<file path="src/rtl/rtc_cal_pkg.sv">
// Package: shared calendar types and pure conversion helpers.
// Assumes all values are held internally as 8-bit binary.
package rtc_cal_pkg;

    localparam int DW        = 8;
    localparam int NFIELD    = 7;
    localparam int SEL_W     = 3;
    localparam logic [DW-1:0] SEC_LAST  = 8'd59;
    localparam logic [DW-1:0] MIN_LAST  = 8'd59;
    localparam logic [DW-1:0] HOUR_LAST = 8'd23;
    localparam logic [DW-1:0] WDAY_LAST = 8'd7;
    localparam logic [DW-1:0] MON_LAST  = 8'd12;
    localparam logic [DW-1:0] YEAR_LAST = 8'd99;

    // field select codes used on the write port
    typedef enum logic [SEL_W-1:0] {
        F_SEC  = 3'd0,
        F_MIN  = 3'd1,
        F_HOUR = 3'd2,
        F_WDAY = 3'd3,
        F_MDAY = 3'd4,
        F_MON  = 3'd5,
        F_YEAR = 3'd6,
        F_NONE = 3'd7
    } field_e;

    typedef struct packed {
        logic [DW-1:0] sec;
        logic [DW-1:0] min;
        logic [DW-1:0] hour;
        logic [DW-1:0] wday;
        logic [DW-1:0] mday;
        logic [DW-1:0] mon;
        logic [DW-1:0] year;
    } cal_t;

    // binary value to output code (binary or packed BCD)
    function automatic logic [DW-1:0] to_code(input logic [DW-1:0] v, input logic bin);
        logic [DW-1:0] tens;
        logic [DW-1:0] ones;
        tens = v / 8'd10;
        ones = v % 8'd10;
        return bin ? v : {tens[3:0], ones[3:0]};
    endfunction

    // input code (binary or packed BCD) to binary value
    function automatic logic [DW-1:0] from_code(input logic [DW-1:0] c, input logic bin);
        return bin ? c : ({4'd0, c[7:4]} * 8'd10 + {4'd0, c[3:0]});
    endfunction

    // days in month; two-digit year divisible by 4 is a leap year
    function automatic logic [DW-1:0] month_len(input logic [DW-1:0] mon, input logic [DW-1:0] year);
        case (mon)
            8'd2:                    return (year[1:0] == 2'b00) ? 8'd29 : 8'd28;
            8'd4, 8'd6, 8'd9, 8'd11: return 8'd30;
            default:                 return 8'd31;
        endcase
    endfunction

endpackage

</file>
<file path="src/rtl/rtc_tick_next.sv">
// Module: rtc_tick_next
// Computes the calendar one second after the given one, with the full
// carry chain. Purely combinational; assumes binary inputs.
module rtc_tick_next
    import rtc_cal_pkg::*;
(
    input  cal_t cur,
    output cal_t nxt
);
    logic c_min, c_hour, c_day, c_mon, c_year;

    // carry chain from seconds upward
    always_comb begin
        nxt    = cur;
        c_min  = (cur.sec  >= SEC_LAST);
        c_hour = c_min  && (cur.min  >= MIN_LAST);
        c_day  = c_hour && (cur.hour >= HOUR_LAST);
        c_mon  = c_day  && (cur.mday >= month_len(cur.mon, cur.year));
        c_year = c_mon  && (cur.mon  >= MON_LAST);

        nxt.sec = c_min ? '0 : cur.sec + 8'd1;
        if (c_min)  nxt.min  = c_hour ? '0 : cur.min + 8'd1;
        if (c_hour) nxt.hour = c_day ? '0 : cur.hour + 8'd1;
        if (c_day) begin
            nxt.wday = (cur.wday >= WDAY_LAST) ? 8'd1 : cur.wday + 8'd1;
            nxt.mday = c_mon ? 8'd1 : cur.mday + 8'd1;
        end
        if (c_mon)  nxt.mon  = c_year ? 8'd1 : cur.mon + 8'd1;
        if (c_year) nxt.year = (cur.year >= YEAR_LAST) ? '0 : cur.year + 8'd1;
    end
endmodule

</file>
<file path="src/rtl/rtc_wr_decode.sv">
// Module: rtc_wr_decode
// Turns a software write value into the binary field value, using the
// current encoding and hour-format modes. Combinational.
module rtc_wr_decode
    import rtc_cal_pkg::*;
(
    input  logic [SEL_W-1:0] sel,
    input  logic [DW-1:0]    data,
    input  logic             bin_mode,
    input  logic             h24_mode,
    output logic [DW-1:0]    value
);
    logic [DW-1:0] raw;
    logic          pm;

    // decode, folding the 12-hour PM flag into a 0..23 hour
    always_comb begin
        pm  = 1'b0;
        raw = from_code(data, bin_mode);
        if ((sel == F_HOUR) && !h24_mode) begin
            pm  = data[7];
            raw = from_code({1'b0, data[6:0]}, bin_mode);
            if (raw == 8'd12) raw = pm ? 8'd12 : 8'd0;
            else if (pm)      raw = raw + 8'd12;
        end
        value = raw;
    end
endmodule

</file>
<file path="src/rtl/rtc_field_enc.sv">
// Module: rtc_field_enc
// Encodes one binary field for output. IS_HOUR selects the hour variant
// with 12-hour display and PM flag in bit 7.
module rtc_field_enc
    import rtc_cal_pkg::*;
#(
    parameter bit IS_HOUR = 1'b0
) (
    input  logic [DW-1:0] value,
    input  logic          bin_mode,
    input  logic          h24_mode,
    output logic [DW-1:0] code
);
    generate
        if (IS_HOUR) begin : g_hour
            logic [DW-1:0] disp;
            logic [DW-1:0] enc;
            // 12-hour display: hour 0 and 12 both shown as 12
            always_comb begin
                disp = value % 8'd12;
                if (disp == '0) disp = 8'd12;
                enc  = to_code(h24_mode ? value : disp, bin_mode);
                code = h24_mode ? enc : {(value >= 8'd12), enc[6:0]};
            end
        end else begin : g_plain
            // plain field: encoding only
            always_comb code = to_code(value, bin_mode);
        end
    endgenerate
endmodule

</file>
<file path="src/rtl/rtc_calendar.sv">
// Module: rtc_calendar (top)
// Holds the time and date in binary, advances it on sec_tick, loads
// fields from software writes and shows them in the selected encoding.
// Assumes sec_tick is one cycle wide; reset is synchronous, active low.
module rtc_calendar
    import rtc_cal_pkg::*;
(
    input  logic             clk,
    input  logic             rst_n,
    input  logic             sec_tick,
    input  logic             bin_mode,
    input  logic             h24_mode,
    input  logic             wr_en,
    input  logic [SEL_W-1:0] wr_sel,
    input  logic [DW-1:0]    wr_data,
    output logic [DW-1:0]    sec_q,
    output logic [DW-1:0]    min_q,
    output logic [DW-1:0]    hour_q,
    output logic [DW-1:0]    wday_q,
    output logic [DW-1:0]    mday_q,
    output logic [DW-1:0]    month_q,
    output logic [DW-1:0]    year_q
);
    localparam cal_t RST_CAL = '{sec: 8'd0, min: 8'd0, hour: 8'd0, wday: 8'd1,
                                 mday: 8'd1, mon: 8'd1, year: 8'd0};

    cal_t          cal_r;
    cal_t          cal_inc;
    cal_t          cal_d;
    logic [DW-1:0] wr_val;
    logic [DW-1:0] plain_bin  [NFIELD-1];
    logic [DW-1:0] plain_code [NFIELD-1];

    rtc_tick_next u_next (.cur(cal_r), .nxt(cal_inc));

    rtc_wr_decode u_dec (
        .sel(wr_sel), .data(wr_data), .bin_mode(bin_mode),
        .h24_mode(h24_mode), .value(wr_val)
    );

    // next state: increment on tick, then per-field write override
    always_comb begin
        cal_d = sec_tick ? cal_inc : cal_r;
        if (wr_en) begin
            case (wr_sel)
                F_SEC:   cal_d.sec  = wr_val;
                F_MIN:   cal_d.min  = wr_val;
                F_HOUR:  cal_d.hour = wr_val;
                F_WDAY:  cal_d.wday = wr_val;
                F_MDAY:  cal_d.mday = wr_val;
                F_MON:   cal_d.mon  = wr_val;
                F_YEAR:  cal_d.year = wr_val;
                default: ;
            endcase
        end
    end

    // state register
    always_ff @(posedge clk) begin
        if (!rst_n) cal_r <= RST_CAL;
        else        cal_r <= cal_d;
    end

    // gather the non-hour fields for the encoder array
    always_comb begin
        plain_bin[0] = cal_r.sec;
        plain_bin[1] = cal_r.min;
        plain_bin[2] = cal_r.wday;
        plain_bin[3] = cal_r.mday;
        plain_bin[4] = cal_r.mon;
        plain_bin[5] = cal_r.year;
    end

    genvar gi;
    generate
        for (gi = 0; gi < NFIELD - 1; gi++) begin : g_enc
            rtc_field_enc #(.IS_HOUR(1'b0)) u_enc (
                .value(plain_bin[gi]), .bin_mode(bin_mode),
                .h24_mode(h24_mode), .code(plain_code[gi])
            );
        end
    endgenerate

    rtc_field_enc #(.IS_HOUR(1'b1)) u_hour_enc (
        .value(cal_r.hour), .bin_mode(bin_mode),
        .h24_mode(h24_mode), .code(hour_q)
    );

    assign sec_q   = plain_code[0];
    assign min_q   = plain_code[1];
    assign wday_q  = plain_code[2];
    assign mday_q  = plain_code[3];
    assign month_q = plain_code[4];
    assign year_q  = plain_code[5];
endmodule

</file>
<file path="config.mk">
export PLATFORM = sky130hd
export DESIGN_NAME = rtc_calendar
export DESIGN_NICKNAME = d
export VERILOG_FILES = /design/src/rtl/rtc_cal_pkg.sv /design/src/rtl/rtc_tick_next.sv /design/src/rtl/rtc_wr_decode.sv /design/src/rtl/rtc_field_enc.sv /design/src/rtl/rtc_calendar.sv
export SDC_FILE = /design/constraint.sdc
export NUM_CORES = 1
export LEC_CHECK = 0
export BUFFER_PORTS_ARGS = -buffer_cell sky130_fd_sc_hd__buf_4
export CAP_MARGIN = 30
export CORE_UTILIZATION = 40
export DETAILED_ROUTE_END_ITERATION = 7
export GPL_TIMING_DRIVEN = 0
export PLACE_DENSITY_LB_ADDON = 0.1
export SLEW_MARGIN = 20
export SYNTH_ARGS = -nofsm -noshare
export SYNTH_HDL_FRONTEND = slang
export SYNTH_SLANG_ARGS = --single-unit
</file>
<file path="constraint.sdc">
create_clock -name clk -period 3 [get_ports clk]
set_input_delay 0.3 -clock clk [delete_from_list [all_inputs] [get_ports clk]]
set_output_delay 0.3 -clock clk [all_outputs]
set_load 0.05 [all_outputs]
</file>
; ---- Word-level counts from Yosys, hierarchy flattened
; Index checks and enable logic that the tools add are counted.
[word_totals]
regBits = 56
in_bits = 17
output_inout_bits = 56
elab_cells = 103
[op_classes]
addsub = 10
multipliers = 2
div = 15
magnitude_cmp = 8
eq_ne = 12
mux = 39
reduce_logical = 10
[op_table]
columns = op, n
row1 = 8-bit 2-to-1 mux, 33
row2 = 56-bit 2-to-1 mux, 2
row3 = "8-bit by 4-bit remainder unit with 8-bit output, second input constant", 8
row4 = "8-bit by 1-bit adder with 8-bit output, second input constant", 7
row5 = "8-bit by 4-bit divider with 8-bit output, second input constant", 7
row6 = "8-bit by 4-bit == test with 1-bit output, second input constant", 3
row7 = "8-bit by 3-bit == test with 1-bit output, second input constant", 2
row8 = "8-bit by 4-bit greater-or-equal comparator with 1-bit output, second input constant", 2
row9 = "8-bit by 6-bit greater-or-equal comparator with 1-bit output, second input constant", 2
row10 = 16-bit 2-to-1 mux, 1
row11 = 8-bit one-hot mux with 2 select lines, 1
row12 = "3-bit == test, second input constant", 3
row13 = 7-bit by 4-bit adder with 8-bit output, 1
row14 = 8-bit by 4-bit adder with 8-bit output, 1
row15 = "8-bit by 4-bit adder with 8-bit output, second input constant", 1
row16 = "8-bit by 2-bit == test with 1-bit output, second input constant", 1
row17 = "8-bit by 3-bit greater-or-equal comparator with 1-bit output, second input constant", 1
row18 = "8-bit by 5-bit greater-or-equal comparator with 1-bit output, second input constant", 1
row19 = "8-bit by 7-bit greater-or-equal comparator with 1-bit output, second input constant", 1
row20 = 8-bit greater-or-equal comparator, 1
row21 = 8-bit zero test, 1
row22 = "4-bit by 3-bit multiplier with 7-bit output, second input constant", 1
row23 = "3-bit by 2-bit == test with 1-bit output, second input constant", 2
row24 = "3-bit by 3-bit multiplier with 6-bit output, second input constant", 1
row25 = other kinds (8), 12

; ---- Logic depth before layout (Yosys ltp)
[depth]
depth_word = 11
mapped_depth = 16
ltp_nobuf = 15

; ---- Modules after synthesis
; Synthesis repeated with hierarchy kept, for this count alone.
[unflattened]
hier_cells = 1406
area_unflattened_um2 = 10420.0
[modules_own_cells]
columns = module, instances, cells_per_inst, area_each_um2
row1 = rtc_field_enc at g_enc[0].u_enc ..., 6, 101, 704.4
row2 = rtc_calendar, 1, 255, 2633.8
row3 = rtc_tick_next, 1, 224, 1371.3
row4 = rtc_field_enc at u_hour_enc, 1, 216, 1355.0
row5 = rtc_wr_decode, 1, 105, 833.3

; ---- Worst setup path before layout
; No wires, ideal clock.
[synth_path]
kind = reg2out
from = register cal_r[39] in the netlist's numbering
to = output port hour_q[2]
arrival_time_ns = 3.086
required_time_ns = 2.700
setup_slack_ns = -0.386
path_stages_with_launch = 13
n_path_buf = 1
path_cell_list = dfxtp_1 > buf_6 > and2b_4 > a22o_4 > nand2_1 > maj3_2 > a221o_1 > xnor2_1 > ha_1 > nand2_1 > a2bb2oi_2 > o2111ai_1 > a22oi_1
[synth_between]
elab_chain_len = 7
[synth_rtl]
columns = item, line
row1 = "start, declared", rtc_calendar.sv:27  ; cal_t cal_r;
row2 = "start signal, assigned", rtc_calendar.sv:61  ; else cal_r <= cal_d;
row3 = 8-bit by 4-bit remainder unit with 8-bit output, rtc_field_enc.sv:20  ; disp = value % 8'd12;
row4 = 8-bit zero test, rtc_field_enc.sv:21  ; if (disp == '0) disp = 8'd12;
row5 = 8-bit 2-to-1 mux, rtc_field_enc.sv:21
row6 = 8-bit 2-to-1 mux (*), rtc_field_enc.sv:22  ; enc = to_code(h24_mode ? value : disp, bin_mode);
row7 = 8-bit by 4-bit remainder unit with 8-bit output, rtc_cal_pkg.sv:42  ; ones = v % 8'd10;
row8 = 8-bit 2-to-1 mux (*), rtc_cal_pkg.sv:43  ; return bin ? v : {tens[3:0], ones[3:0]};
row9 = 8-bit 2-to-1 mux (*), rtc_field_enc.sv:23  ; code = h24_mode ? enc : {(value >= 8'd12), enc[6:0]};
row10 = "end, declared", rtc_calendar.sv:18  ; output logic [DW-1:0] hour_q,
; Every way passes the cells marked *; elsewhere a longest branch is shown, timed or not.

; ---- Worst setup path after layout
; Ends and elaborated chain as after synthesis.

==> metrics.yaml <==
io_pins: 73
grt_pass1_vias: 8989
initial_core_util_pct: 40.9
drive_gt1_share_pct: 29.7
final_nets: 1455
cap_violations: 0
area_delta_synth_final_pct: 29.2
cp-end-kind: "output pin"
slew_violations: 0
dieWidth_um: 149
async_flop_share_pct: 0
instances_no_fill: 1671
dp.cells: 1610
drc_errors: 0
grt_overflow: 0
dieArea_um2: 22100
routed_wl_um: 30500
largest-register: "cal_r"
post_synth_inst_count: 1263
setup_slack_ps: -288
ant_nets: 0
synth_top_flop_cell: "dfxtp_1"
crit_required_ps: 2700
powerDensity_nw_per_um2: 247
peakVddDrop_uv: 210
hold_ws_ps: 455
rows: 53
crit_family: "compound AO/OA/AOI/OAI gates"
post_drt_via_cell_ratio: 5.96
worstPathArrival_ps: 2990
num_vias: 9965
place.detailed.hpwl_um: 21400
synth_edf_count: 0
grt_use_total_pct: 26.4
worst-path-buf-inv: 2
grt_pass1_wl_um: 47600
violations: "setup timing"
hold_viol: 0
antenna_found_initial: 0
syn_nets: 1324
core_um2: 21100
fmax_ghz: 0.304
dpl_worst_slack_ps: -559
rsz0062_at_grt: "true"
synth.cell_area_um2: 8620
yosysWarnings: 0
grt_start_max_net_pins: 19
hold_path.class: "in -> reg"
final-setup-viol-count: 4
status: "finished, violations left"
post_synth.cell_area_avg_um2: 6.82
finalCritPeriodShare_pct: 110
cp_slowest_cell: "dfxtp_4"
crit_type: "reg -> out"
cts_hold_buf: 0
cts.path.max_buffers: 2
die_y_um: 149
startpoint_type: "flip-flop"
path_cells: "buf_8 > and2b_4 > a22o_4 > nand2_2 > maj3_2 > a221o_1 > xnor2_1 > ha_1 > nand2_1 > a2bb2oi_2 > o2111ai_2 > a22oi_2 > buf_6"
clk_root_buffer_cell: "clkbuf_16"
crit_fanout: 6
dr.first_iter.drc_count: 655
slew_headroom_pct: 29.6
yosysSeqAreaShare_pct: 13.0
drt-wirelength-per-cell_um: 18.2
clkLatencyLatePin_ps: 310
skew_ps: 12.3
period_needed_ps: 3290
mostFrequentLayoutCells: "133 x nand2_1, 130 x buf_4, 98 x nor2_1"
clkTransAtPathRegs_ps: 80
post-route-util_pct: 52.8
leakage_uw: 0.00446
tns_ps: -1020
ys_types: 109
slowest_delay_ps: 380
worstMarginPinSlew_ps: 1060
drt_first_pass_iters: 6
largest_reg_flops: 56
top_regs: "cal_r (56)"
htreeDepth: 2
gp_congestion: 0.900
final_common_cell: "nand2_1"
cts_sinks: 56
synth_seq_cells: 56
cts_buffers: 5
cts_tree: "yes"
portBuffers: 67
logic make-up (layout without fill, tap and decap cells):
family          Yosys count  in the layout  share of synthesized area, %
other cells               0              1                             0
xor+xnor                 55             55                          5.94
compound gates          417            417                          33.1
fa+ha+maj                48             48                          7.04
mux                      26             26                          3.24
buf+inv                 155            287                          8.16
simple gates            506            506                          29.5
flops                    56             56                          13.0
final cells by class:
type                            instances  area [µm²]
Multi-Input combinational cell       1052        7460
Antenna cell                            1        2.50
Clock buffer                            5         125
Clock inverter                          3        22.5
Fill cell                            2097        9950
Timing Repair Buffer                  129        1070
Inverter                               47         181
Tap cell                              275         344
Buffer                                103         741
Sequential cell                        56        1190
layer usage:
metal	GRT usage [%]	part of all wire, %	vias up
met4	5.71	1.7	0
met2	44.2	47	284
met1	37.3	47	4778
met5	0	0	-
li1	-	-	4867
met3	1.53	4.6	36
power breakdown:
group	total, µW	switching (µW)	internal [µW]
sequential	799	38.5	761
combinational	1330	812	522
clock	617	303	314
synthesized netlist by cell type, types with 16 or more instances:
cell / count / area (µm²)
dfxtp_1: 56 / 1120
nor3_1: 25 / 125
nor2b_1: 30 / 188
inv_1: 42 / 158
nand3_1: 57 / 285
nand2b_1: 43 / 269
and3_1: 27 / 169
o21ai_1: 21 / 105
ha_1: 42 / 526
xor2_1: 16 / 140
o21ai_0: 104 / 521
buf_2: 31 / 155
xnor2_1: 35 / 307
o22ai_1: 29 / 181
nand2_1: 138 / 518
and2_1: 28 / 175
a21oi_1: 77 / 385
nor2_1: 103 / 387
clkbuf_1: 55 / 206
a31oi_1: 17 / 106
metrics by stage:
| step | instance area, µm² | total power [µW] |
|---|---|---|
| floorplan | 8650 | 1640 |
| global placement | 9500 | 1950 |
| detailed placement | 9550 | 1970 |
| CTS | 10300 | 2640 |
| global route | 11100 | 2880 |
| finish | 11100 | 2750 |
timing repair:
| item | in CTS | in global routing |
|---|---|---|
| setup endpoints to repair | 61 | 59 |
| hold endpoints to repair | 0 | 0 |
| pin swaps | 28 | 52 |
| gates cloned | 2 | 1 |
| gates resized for setup | 126 | 199 |
| setup buffers | 25 | 29 |
worst reg2reg max path: stages, from the launching register on:
cell	delay, ps
dfxtp_1	330
buf_4	180
buf_2	280
nor2_1	100
nand3_1	100
nand4_1	110
ha_1	290
nand2b_1	110
a21oi_2	70
o21ai_2	200
nor2b_4	200
nand2_2	90
or2_4	270
o311ai_2	220
nand2_1	100
a21oi_2	160
final timing paths:
kind                            startpoint   endpoint  slack, ps  depth (start not counted)
worst min register to register   cal_r[24]  cal_r[24]        600                          2
worst min-delay path                 rst_n  cal_r[29]        450                          3
worst max-delay path             cal_r[39]  hour_q[2]       -290                         13
worst max register to register   cal_r[11]   cal_r[3]        130                         15
No activity file was read; power rests on OpenSTA's default activity.
